### src/rtl/sadc_pkg.sv
package sadc_pkg;

    localparam int DATA_W    = 8;
    localparam int QUAL_CYC  = 3;
    localparam int HOLD_LEN  = 4;
    localparam int SLOT_LEN  = 4;

    typedef enum logic [1:0] {
        ST_IDLE = 2'd0,
        ST_HOLD = 2'd1,
        ST_CONV = 2'd2
    } sar_st_t;

    typedef struct packed {
        logic fall;
        logic last;
        logic open_win;
    } io_evt_t;

endpackage

### src/rtl/sadc_sync.sv
module sadc_sync #(
    parameter int W = 2
) (
    input  logic         clk,
    input  logic         rst,
    input  logic [W-1:0] d,
    input  logic [W-1:0] rst_val,
    output logic [W-1:0] q
);
    logic [W-1:0] s1;

    always_ff @(posedge clk) begin
        if (rst) begin
            s1 <= rst_val;
            q  <= rst_val;
        end else begin
            s1 <= d;
            q  <= s1;
        end
    end
endmodule

### src/rtl/sadc_csfilt.sv
module sadc_csfilt #(
    parameter int QUAL = 3
) (
    input  logic clk,
    input  logic rst,
    input  logic cs_n_s,
    output logic cs_act,
    output logic cs_start
);
    localparam int QW = $clog2(QUAL + 1);

    logic [QW-1:0] lo_cnt;

    always_ff @(posedge clk) begin
        if (rst || cs_n_s) begin
            lo_cnt   <= '0;
            cs_act   <= 1'b0;
            cs_start <= 1'b0;
        end else if (!cs_act) begin
            if (lo_cnt == QW'(QUAL - 1)) begin
                cs_act   <= 1'b1;
                cs_start <= 1'b1;
            end else begin
                lo_cnt   <= lo_cnt + 1'b1;
                cs_start <= 1'b0;
            end
        end else begin
            cs_start <= 1'b0;
        end
    end
endmodule

### src/rtl/sadc_sar.sv
module sadc_sar
    import sadc_pkg::*;
#(
    parameter int DW       = 8,
    parameter int HOLD_CYC = 4,
    parameter int BIT_CYC  = 4
) (
    input  logic          clk,
    input  logic          rst,
    input  logic          start,
    input  logic          abort,
    input  logic          cmp,
    output logic          hold_en,
    output logic          busy,
    output logic          done,
    output logic [DW-1:0] result,
    output logic [DW-1:0] dac_code
);
    localparam int TMAX = (HOLD_CYC > BIT_CYC) ? HOLD_CYC : BIT_CYC;
    localparam int TW   = $clog2(TMAX) + 1;
    localparam int BW   = $clog2(DW);

    sar_st_t       st;
    logic [TW-1:0] tmr;
    logic [BW-1:0] idx;
    logic [DW-1:0] code;
    logic [DW-1:0] kept;
    logic [DW-1:0] trial_nxt;
    logic          slot_end;

    // keep or clear the bit under test, then raise the next one
    always_comb begin
        kept = code;
        if (!cmp) kept[idx] = 1'b0;
        trial_nxt = kept;
        if (idx != '0) trial_nxt[idx - 1'b1] = 1'b1;
    end

    assign slot_end = (st == ST_CONV) && (tmr == TW'(BIT_CYC - 1));

    always_ff @(posedge clk) begin
        if (rst) begin
            st     <= ST_IDLE;
            tmr    <= '0;
            idx    <= '0;
            code   <= '0;
            result <= '0;
            done   <= 1'b0;
        end else if (start) begin
            st   <= ST_HOLD;
            tmr  <= '0;
            code <= '0;
            done <= 1'b0;
        end else if (abort) begin
            st   <= ST_IDLE;
            tmr  <= '0;
            code <= '0;
            done <= 1'b0;
        end else begin
            done <= 1'b0;
            case (st)
                ST_HOLD: begin
                    if (tmr == TW'(HOLD_CYC - 1)) begin
                        st   <= ST_CONV;
                        tmr  <= '0;
                        idx  <= BW'(DW - 1);
                        code <= {1'b1, {(DW-1){1'b0}}};
                    end else begin
                        tmr <= tmr + 1'b1;
                    end
                end
                ST_CONV: begin
                    if (slot_end) begin
                        tmr <= '0;
                        if (idx == '0) begin
                            result <= kept;
                            code   <= '0;
                            st     <= ST_IDLE;
                            done   <= 1'b1;
                        end else begin
                            code <= trial_nxt;
                            idx  <= idx - 1'b1;
                        end
                    end else begin
                        tmr <= tmr + 1'b1;
                    end
                end
                default: tmr <= '0;
            endcase
        end
    end

    assign busy     = (st != ST_IDLE);
    assign hold_en  = (st == ST_HOLD);
    assign dac_code = code;
endmodule

### src/rtl/sadc_seq.sv
module sadc_seq
    import sadc_pkg::*;
#(
    parameter int DW       = DATA_W,
    parameter int CS_QUAL  = QUAL_CYC,
    parameter int HOLD_CYC = HOLD_LEN,
    parameter int BIT_CYC  = SLOT_LEN
) (
    input  logic          clk,
    input  logic          rst,
    input  logic          cs_n,
    input  logic          ioclk,
    input  logic          cmp,
    output logic          dout,
    output logic          dout_en,
    output logic          samp_en,
    output logic          hold_en,
    output logic          busy,
    output logic [DW-1:0] dac_code
);
    localparam int EDGES     = DW;
    localparam int CW        = $clog2(EDGES);
    localparam int SAMP_EDGE = EDGES / 2;

    logic [1:0]    sync_q;
    logic          cs_n_s;
    logic          io_s;
    logic          io_prev;
    logic          cs_act;
    logic          cs_start;
    logic [CW-1:0] edge_cnt;
    logic [DW-1:0] shreg;
    logic [DW-1:0] sar_result;
    logic          sar_done;
    io_evt_t       ev;

    sadc_sync #(.W(2)) u_sync (
        .clk     (clk),
        .rst     (rst),
        .d       ({cs_n, ioclk}),
        .rst_val (2'b10),
        .q       (sync_q)
    );
    assign cs_n_s = sync_q[1];
    assign io_s   = sync_q[0];

    sadc_csfilt #(.QUAL(CS_QUAL)) u_csf (
        .clk      (clk),
        .rst      (rst),
        .cs_n_s   (cs_n_s),
        .cs_act   (cs_act),
        .cs_start (cs_start)
    );

    always_comb begin
        ev.fall     = cs_act && io_prev && !io_s;
        ev.last     = ev.fall && (edge_cnt == CW'(EDGES - 1));
        ev.open_win = ev.fall && (edge_cnt == CW'(SAMP_EDGE - 1));
    end

    always_ff @(posedge clk) begin
        if (rst) begin
            io_prev  <= 1'b0;
            edge_cnt <= '0;
            samp_en  <= 1'b0;
            shreg    <= '0;
        end else begin
            io_prev <= io_s;

            if (!cs_act)      edge_cnt <= '0;
            else if (ev.last) edge_cnt <= '0;
            else if (ev.fall) edge_cnt <= edge_cnt + 1'b1;

            if (!cs_act || ev.last) samp_en <= 1'b0;
            else if (ev.open_win)   samp_en <= 1'b1;

            if (cs_start || ev.last)
                shreg <= sar_result;
            else if (ev.fall)
                shreg <= {shreg[DW-2:0], 1'b0};
            else if (sar_done && cs_act && edge_cnt == '0)
                shreg <= sar_result;
        end
    end

    sadc_sar #(
        .DW       (DW),
        .HOLD_CYC (HOLD_CYC),
        .BIT_CYC  (BIT_CYC)
    ) u_sar (
        .clk      (clk),
        .rst      (rst),
        .start    (ev.last),
        .abort    (cs_start),
        .cmp      (cmp),
        .hold_en  (hold_en),
        .busy     (busy),
        .done     (sar_done),
        .result   (sar_result),
        .dac_code (dac_code)
    );

    assign dout    = shreg[DW-1];
    assign dout_en = cs_act && !cs_n;
endmodule

### config.mk
export PLATFORM = sky130hd
export DESIGN_NAME = sadc_seq
export DESIGN_NICKNAME = d
export VERILOG_FILES = /design/src/rtl/sadc_pkg.sv /design/src/rtl/sadc_sync.sv /design/src/rtl/sadc_csfilt.sv /design/src/rtl/sadc_sar.sv /design/src/rtl/sadc_seq.sv
export SDC_FILE = /design/constraint.sdc
export NUM_CORES = 1
export LEC_CHECK = 0
export CAP_MARGIN = 25
export CORE_MARGIN = 2
export CORE_UTILIZATION = 58
export DETAILED_ROUTE_END_ITERATION = 7
export MAX_ROUTING_LAYER = met4
export PLACE_DENSITY = 0.84
export SYNTH_ARGS = -nofsm -noshare
export SYNTH_HDL_FRONTEND = slang
export SYNTH_SLANG_ARGS = --single-unit
### constraint.sdc
create_clock -name clk -period 4.4 [get_ports clk]
set_input_delay 0.44 -clock clk [delete_from_list [all_inputs] [get_ports clk]]
set_output_delay 0.44 -clock clk [all_outputs]
set_load 0.1 [all_outputs]
==> flow_metrics.tcl, run 1 <==
set metrics [dict create \
    dr_total_vias 1744 \
    crit_slowest_cell "clkdlybuf4s50_1" \
    synth_cell_types 49 \
    clock_sinks 46 \
    synth-seq-cells 46 \
    setup.worst_path.class "flip-flop to primary output" \
    die_w_um 65.7 \
    rsz0062_at_grt "no" \
    finalSetupViolCount 0 \
    grt_max_degree 34 \
    worstReg2RegStart "u_sar.idx[0]" \
    ant_nets 0 \
    cts_buffer_depth 2 \
    grt_pass1_vias 1675 \
    avgSynthCellArea_um2 9.06 \
    tritoncts "yes" \
    clk_pin_slew_worst_paths_ns 0.09 \
    die_area_um2 4320 \
    critPathLaunch "u_sar.st[1]" \
    hold_path_class "flip-flop to flip-flop" \
    grt_usage_pct 23.1 \
    syn_area_um2 2210 \
    initial_utilization_pct 60.4 \
    period_minus_slack_ns 2.59 \
    synth-async-reset-ratio_pct 0 \
    slew_headroom_pct 34.8 \
    cp_data_required_time_ns 3.96 \
    cts_resized 0 \
    cellPowerDensity_nw_per_um2 326 \
    netlist.area_leader.share_pct 41.7 \
    fmax_mhz 386 \
    synth_ff_type "dfxtp_1" \
    core_area_um2 3660 \
    drt_pre_antenna_iters 5 \
    startpoint_type "flip-flop" \
    worst-slew-pin-transition_ns 0.975 \
    ys_top_cells_by_count "dfxtp_1 (46), nor2_1 (24), nand2_1 (22), a21oi_1 (20)" \
    clock_latency_ns 0.30 \
    grt_first_pass_wirelength_um 7580 \
    cts_buffers 5 \
    synthesis.nets 260 \
    path_cells "inv_1 -> ha_1 -> clkdlybuf4s50_1" \
    n_antenna_cell 0 \
    crit_arrival_ns 2.15 \
    drv_cap 0 \
    synth_compound_area_share_pct 20.4 \
    post_drt_wl_per_cell_um 13.8 \
    synth_adder_area_share_pct 6.23 \
    final_nets 270 \
    grt-ovfl-total 0 \
    cts_root_buf "clkbuf_8" \
    yosysWarnings 0 \
    vdd_ir_drop_max_mv 0.254 \
    synth_xor_area_share_pct 1.19 \
    min_period_over_period_pct 58.8 \
    end_kind "primary output" \
    status "complete, no violations" \
    area_delta_synth_final_pct 13.5 \
    yosysSeqAreaShare_pct 41.7 \
    drtIter0Drc 89 \
    ctsHtreeMaxLevel 2 \
    synth_top_family_by_area "simple AND/OR/NAND/NOR gates" \
    drc 0 \
    rr_endpoint "u_sar.result[5]" \
    synthCells 244 \
    r2r_slack_ns 2.07 \
    die_h_um 65.7 \
    fillerInstances 268 \
    cts_setup_buffers 0 \
    critPathMaxFanout 6 \
    slew_viol_final 0 \
    cts_hold_buffers 0 \
    viasPerCell 5.76 \
    io_buffer_count 17 \
    synth_mux_area_share_pct 3.17 \
    place_congestion 0.858 \
    crit_path_end "hold_en" \
    antenna_found_initial 0 \
    final_core_util_pct 68.5 \
    wirelength_um 4180 \
    layout-drive-gt1-share_pct 7.84 \
    yosysMostFrequentCell "dfxtp_1" \
    power.static_leakage_uw 0.000860 \
    io_pins 18 \
    synth_edf_count 0 \
    yosys.area.top_type "dfxtp_1" \
    setup-tns-final_ns 0 \
    synth_area_leaders "dfxtp_1 (42%), ha_1 (6.2%), a21oi_1 (4.5%), a311oi_2 (4.1%), nor2_1 (4.1%)" \
    num_rows 22 \
    hold_viol_final 0 \
    synthSimpleGateAreaFrac_pct 21.7 \
    crit_path_max_incr_delay_ns 1.17 \
    fin_skew_ns 0.00872 \
    reg2reg_depth 6 \
    hpwl_um 2920 \
]
-- kinds of logic after synthesis --
kind of cell	after synthesis
simple gates	93
compound gates	58
flops	46
buf+inv	26
fa+ha+maj	11
mux	7
xor+xnor	3
-- cell usage in the layout (no fill, tap or decap), types with 3 or more instances in the layout --
cell             netlist  layout
clkdlybuf4s50_1        0      17
o21ai_0                7       7
dfxtp_1               46      46
nor4b_1                3       3
inv_1                 11      11
nor3_1                 9       9
a21oi_1               20      20
o211ai_1               4       4
nand2_1               22      22
clkbuf_8               0       6
nor2_1                24      24
nand3b_1               4       4
ha_1                  11      11
nand2b_1               7       7
mux2i_1                7       7
a311oi_2               6       6
nor2b_1                9       9
-- routing by layer --
| metal | track usage, % | wire length, µm | vias up |
|---|---|---|---|
| met5 | - | 0 | - |
| met4 | 7.55 | 33 | 0 |
| met3 | 5.31 | 178 | 4 |
| met2 | 38.0 | 2030 | 43 |
| met1 | 28.1 | 1930 | 816 |
| li1 | - | - | 881 |
-- flip-flops by register name (all words and copies together) (netlist names) --
signal and count:
u_sar.tmr 3, u_csf.lo_cnt 2, shreg 8, u_sync.s1 2, u_sar.result 8, u_csf.cs_act 1, u_sar.st 2, u_sar.dac_code 8
samp_en 1, edge_cnt 3, u_csf.cs_start 1, u_sync.q 2, u_sar.idx 3, io_prev 1, u_sar.done 1
-- power breakdown --
| part | internal, µW | total (µW) | switching, µW |
|---|---|---|---|
| clock network | 242 | 384 | 142 |
| registers | 418 | 419 | 0.966 |
| logic | 6.61 | 15.3 | 8.70 |
-- stage by stage --
step / hold slack [ns] / worst slack (ns) / std cells / total power [µW] / area (µm²)
floorplan: 0.389 / 2.18 / 244 / 438 / 2210
global placement: 0.395 / 1.87 / 295 / 444 / 2370
detailed placement: 0.398 / 1.84 / 295 / 444 / 2370
CTS: 0.418 / 1.80 / 303 / 822 / 2510
global route: 0.445 / 1.74 / 303 / 843 / 2510
finish: 0.417 / 1.81 / 303 / 818 / 2510
-- worst min path at each step --
stage	from	endpoint	cells after the start
floorplan	u_sync.s1[1]	u_sync.q[1]	1
global placement	u_sync.s1[1]	u_sync.q[1]	1
detailed placement	u_sync.s1[1]	u_sync.q[1]	1
CTS	u_sync.s1[1]	u_sync.q[1]	1
global route	u_sync.s1[1]	u_sync.q[1]	1
finish	u_sync.s1[1]	u_sync.q[1]	1
-- layout make-up --
class	count	area [µm²]	share of cell area [%]
Clock buffer	6	82.6	3.29
Sequential cell	46	921	36.7
Inverter	11	41.3	1.65
Multi-Input combinational cell	172	1170	46.5
Tap cell	48	60.1	2.39
Clock inverter	2	60.1	2.39
Timing Repair Buffer	18	178	7.08
-- critical path, delay by kind of cell (launching register included) --
| family | cells | cell delay, ns |
|---|---|---|
| adder cells (fa/ha/maj) | 1 | 0.26 |
| buffers and inverters | 2 | 1.25 |
| flip-flops | 1 | 0.34 |
No activity file was read; power rests on OpenSTA's default activity.
==> run 2: changes to the inputs <==
CORE_UTILIZATION = 57   (was 58)
PLACE_DENSITY = 0.82   (was 0.84)
clock period = 2.6 ns   (was 4.4 ns; I/O delays follow)
==> run 2 against run 1 <==
Sequential cell count stayed put. Sequential power increased by 69%. Sequential share of layout area is 0.37 points higher. Utilization is 1.2 points lower. Combinational power rose by 69%. Via count shrank 3.2%. Non-clock buffer count grew 1. Worst hold slack got worse by 0.0021 ns. Worst setup slack lost 1.2 ns. Clock skew down 0.0040 ns. Clock power is 69% higher. Largest cell class unchanged. Critical endpoint is now u_sar.result[4]. Global-route usage decreased by 0.86 points. Largest power group unchanged.
==> flow_metrics.tcl, run 2 (same netlist as run 1, synthesis figures left out) <==
set metrics [dict create \
    status "complete, no violations" \
    grt_pass1_vias 1572 \
    crit_path_max_incr_delay_ns 0.44 \
    cts_buffers 5 \
    clk_pin_slew_worst_paths_ns 0.08 \
    end_kind "flip-flop" \
    hold_viol_final 0 \
    finalSetupViolCount 0 \
    wirelength_um 4150 \
    cp_data_required_time_ns 2.79 \
    cts_setup_buffers 0 \
    final_nets 271 \
    clock_latency_ns 0.30 \
    cts_root_buf "clkbuf_8" \
    fin_cells 304 \
    hold_slack_ns 0.415 \
    ctsHtreeMaxLevel 2 \
    drtIter0Drc 83 \
    cts_buffer_depth 2 \
    crit_arrival_ns 2.20 \
    die_area_um2 4390 \
    fin_area_um2 2480 \
    power.static_leakage_uw 0.000893 \
    cts_resized 0 \
    cellPowerDensity_nw_per_um2 557 \
    viasPerCell 5.56 \
    area_delta_synth_final_pct 12.3 \
    num_rows 22 \
    slew_headroom_pct 61.9 \
    min_period_over_period_pct 77.3 \
    postPlaceCellArea_um2 2340 \
    drt_pre_antenna_iters 4 \
    grt-ovfl-total 0 \
    post_drt_wl_per_cell_um 13.6 \
    startpoint_type "flip-flop" \
    cts_hold_buffers 0 \
    critPathMaxFanout 13 \
    n_antenna_cell 0 \
    cp_num_buf_inv 2 \
    rsz0062_at_grt "no" \
    pre_cts_ws_ns 0.639 \
    antenna_found_initial 0 \
    crit_family "buffers and inverters" \
    tritoncts "yes" \
    io_buffer_count 17 \
    hpwl_um 2880 \
    slew_viol_final 0 \
    drv_cap 0 \
    setup-tns-final_ns 0 \
    layout-drive-gt1-share_pct 13.3 \
    initial_utilization_pct 59.9 \
    drc 0 \
    period_minus_slack_ns 2.01 \
    ant_nets 0 \
    worst-slew-pin-transition_ns 0.567 \
    path_cells "inv_1 -> ha_1 -> nand3b_1 -> a2111oi_4 -> buf_4 -> mux2i_1 -> nor2_1" \
    io_pins 18 \
    grt_max_degree 33 \
    grt_first_pass_wirelength_um 7220 \
    place_congestion 0.860 \
    clock_sinks 46 \
    grt_usage_pct 22.3 \
    final_common_cell "dfxtp_1" \
    die_h_um 66.3 \
    numPlacedInstances 296 \
    fin_skew_ns 0.00472 \
    core_area_um2 3690 \
    setup.worst_path.class "flip-flop to flip-flop" \
    crit_slowest_cell "dfxtp_1" \
    vdd_ir_drop_max_mv 0.387 \
    dr_total_vias 1689 \
    final_cell_mix "dfxtp_1 (46), nor2_1 (24), nand2_1 (22)" \
    finalWorstSetupSlack_ns 0.591 \
    fmax_mhz 498 \
    hold_path_class "flip-flop to flip-flop" \
    die_w_um 66.3 \
]
[run 2: path summary, 6_finish.rpt]
kind                start         endpoint  slack (ns)  depth (start not counted)
min          u_sync.s1[1]      u_sync.q[1]        0.41                          1
min reg2reg  u_sync.s1[1]      u_sync.q[1]        0.41                          1
max          u_sar.idx[0]  u_sar.result[4]        0.59                          7
max reg2reg  u_sar.idx[0]  u_sar.result[4]        0.59                          7
[run 2: area by class of cell]
class / count / area (µm²)
Inverter: 11 / 41.3
Clock inverter: 2 / 60.1
Sequential cell: 46 / 921
Clock buffer: 6 / 82.6
Multi-Input combinational cell: 172 / 1170
Timing Repair Buffer: 19 / 153
Tap cell: 48 / 60.1
Fill cell: 321 / 1200
[run 2: through the flow]
step                      power (µW)  utilization [%]
after floorplan                  741                -
after global placement           751             63.5
after detailed placement         752             63.5
after CTS                       1390             67.3
after global routing            1430             67.3
final                           1380             67.3
[run 2: per-layer routing]
| metal | up-vias | wire length (µm) | track usage [%] |
|---|---|---|---|
| li1 | 871 | - | - |
| met1 | 781 | 2040 | 28.5 |
| met2 | 32 | 1890 | 33.9 |
| met3 | 5 | 171 | 4.60 |
| met4 | 0 | 45 | 9.95 |
| met5 | - | 0 | - |
[run 2: worst register-to-register path, cell delays in order, from the launching register on]
cell,delay [ns]
dfxtp_1,0.44
inv_1,0.21
ha_1,0.20
nand3b_1,0.16
a2111oi_4,0.36
buf_4,0.25
mux2i_1,0.22
nor2_1,0.05
[run 2: power breakdown]
part	internal (µW)	total (µW)	leakage, µW	switching [µW]
sequential	707	709	0.000371	1.74
clock	410	649	0.0000714	240
combinational	11.2	25.9	0.000450	14.7
total	1130	1380	0.000893	256
==> run 3: changes to the inputs <==
clock period = 2.05 ns   (was 2.6 ns; I/O delays follow)
==> run 3 against run 2 <==
Clock-buffer cell count decreased by 1. Total power increased by 4.5%. First-iteration DRC count decreased by 2.4%. Cell area about the same. Clock skew decreased by 0.0018 ns. Combinational power increased by 27%.
==> flow_metrics.tcl, run 3 (same netlist as run 1, synthesis figures left out) <==
set metrics [dict create \
    layout-drive-gt1-share_pct 15.0 \
    ctsHtreeMaxLevel 2 \
    cp_data_required_time_ns 2.25 \
    drv_cap 0 \
    antenna_found_initial 0 \
    grt_first_pass_wirelength_um 7560 \
    finalWorstSetupSlack_ns 0.179 \
    period_minus_slack_ns 1.87 \
    power.internal_uw 1140 \
    slew_headroom_pct 62.4 \
    setup.worst_path.class "flip-flop to flip-flop" \
    viasPerCell 5.50 \
    io_pins 18 \
    startpoint_type "flip-flop" \
    critPathMaxFanout 12 \
    combPwrFrac_pct 2.3 \
    setup-tns-final_ns 0 \
    num_rows 22 \
    worst-slew-pin-transition_ns 0.560 \
    status "complete, no violations" \
    cts_buffers 5 \
    rsz0062_at_grt "no" \
    grt_usage_pct 23.0 \
    grt_max_degree 33 \
    dr_total_vias 1695 \
    drtIter0Drc 81 \
    hold_viol_final 0 \
    swShare_pct 21.2 \
    final_cell_mix "dfxtp_1 (46), nor2_1 (24), nand2_1 (22)" \
    cts_buffer_depth 2 \
    fmax_mhz 534 \
    hpwl_um 3020 \
    clock_sinks 46 \
    initial_utilization_pct 59.9 \
    pre_cts_ws_ns 0.0611 \
    core_area_um2 3690 \
    tritoncts "yes" \
    grt_pass1_vias 1701 \
    min_period_over_period_pct 91.3 \
    crit_arrival_ns 2.07 \
    slew_viol_final 0 \
    fillerInstances 309 \
    die_h_um 66.3 \
    n_antenna_cell 0 \
    multi_input_area_um2 1170 \
    area_delta_synth_final_pct 12.4 \
    place_congestion 0.868 \
    p_sw_uw 306 \
    finalSetupViolCount 0 \
    wirelength_um 4080 \
    clkPwrFrac_pct 35.6 \
    cellPowerDensity_nw_per_um2 582 \
    drc 0 \
    post_drt_wl_per_cell_um 13.2 \
    power.static_leakage_uw 0.000898 \
    ant_nets 0 \
    seq_area_um2 921 \
    clock_latency_ns 0.30 \
    clk_pin_slew_worst_paths_ns 0.08 \
    final_common_cell "dfxtp_1" \
    fin_skew_ns 0.00293 \
    final_nets 276 \
    cts_hold_buffers 0 \
    drt_pre_antenna_iters 4 \
    hold_slack_ns 0.429 \
    seqPwrFrac_pct 62.2 \
    end_kind "flip-flop" \
    die_area_um2 4390 \
    vdd_ir_drop_max_mv 0.461 \
    die_w_um 66.3 \
    io_buffer_count 17 \
    hold_path_class "flip-flop to flip-flop" \
    cts_root_buf "clkbuf_8" \
    grt-ovfl-total 0 \
]
## run 3: final timing paths
check | start | to | slack (ns) | cells past startpoint
min | u_sync.s1[1] | u_sync.q[1] | 0.43 | 1
max reg2reg | edge_cnt[0] | u_sar.tmr[2] | 0.18 | 5
max | edge_cnt[0] | u_sar.tmr[2] | 0.18 | 5
min reg2reg | u_sync.s1[1] | u_sync.q[1] | 0.43 | 1
## run 3: power groups by stage
stage          Clock, µW  Sequential [µW]  Combinational (µW)
2_1_floorplan          0              920                19.3
6_report             515              900                32.8
3_3_place_gp           0              920                31.9
3_5_place_dp           0              921                32.7
4_1_cts              534              900                32.8
5_1_grt              578              901                36.5
## run 3: metal layers
metal / up-vias / track usage, % / part of all wire [%]
met1: 774 / 27.3 / 47
met5: - / - / 0
met3: 5 / 6.98 / 4.1
li1: 886 / - / -
met4: 0 / 8.67 / 1.3
met2: 30 / 36.8 / 48
## run 3: repair_timing
| item | CTS | global route |
|---|---|---|
| resized for setup | 0 | 1 |
| endpoints found under the setup margin | 0 | 3 |
| setup buffers | 0 | 0 |
## run 3: stage by stage
| stage | utilization (%) | std cells | instance area (µm²) | total power [µW] |
|---|---|---|---|---|
| after floorplan | - | 244 | 2210 | 939 |
| after global placement | 65.2 | 301 | 2400 | 952 |
| after detailed placement | 65.2 | 301 | 2400 | 954 |
| after CTS | 67.3 | 308 | 2480 | 1470 |
| after global routing | 67.4 | 308 | 2480 | 1520 |
| final | 67.4 | 308 | 2480 | 1450 |
## run 3: layout make-up
cell class | count | share of cell area (%)
clock buffers | 5 | 2.77
clock inverters | 2 | 0.403
inverters | 11 | 1.66
multi-input cells | 172 | 47.0
flip-flops and latches | 46 | 37.1
well taps | 48 | 2.42
repair buffers | 24 | 8.66
## run 3: critical path, stage by stage, from the launching register on
cell      delay, ns
dfxtp_1        0.34
ha_1           0.23
ha_1           0.31
a21oi_2        0.33
nand2b_2       0.22
nor4b_1        0.34
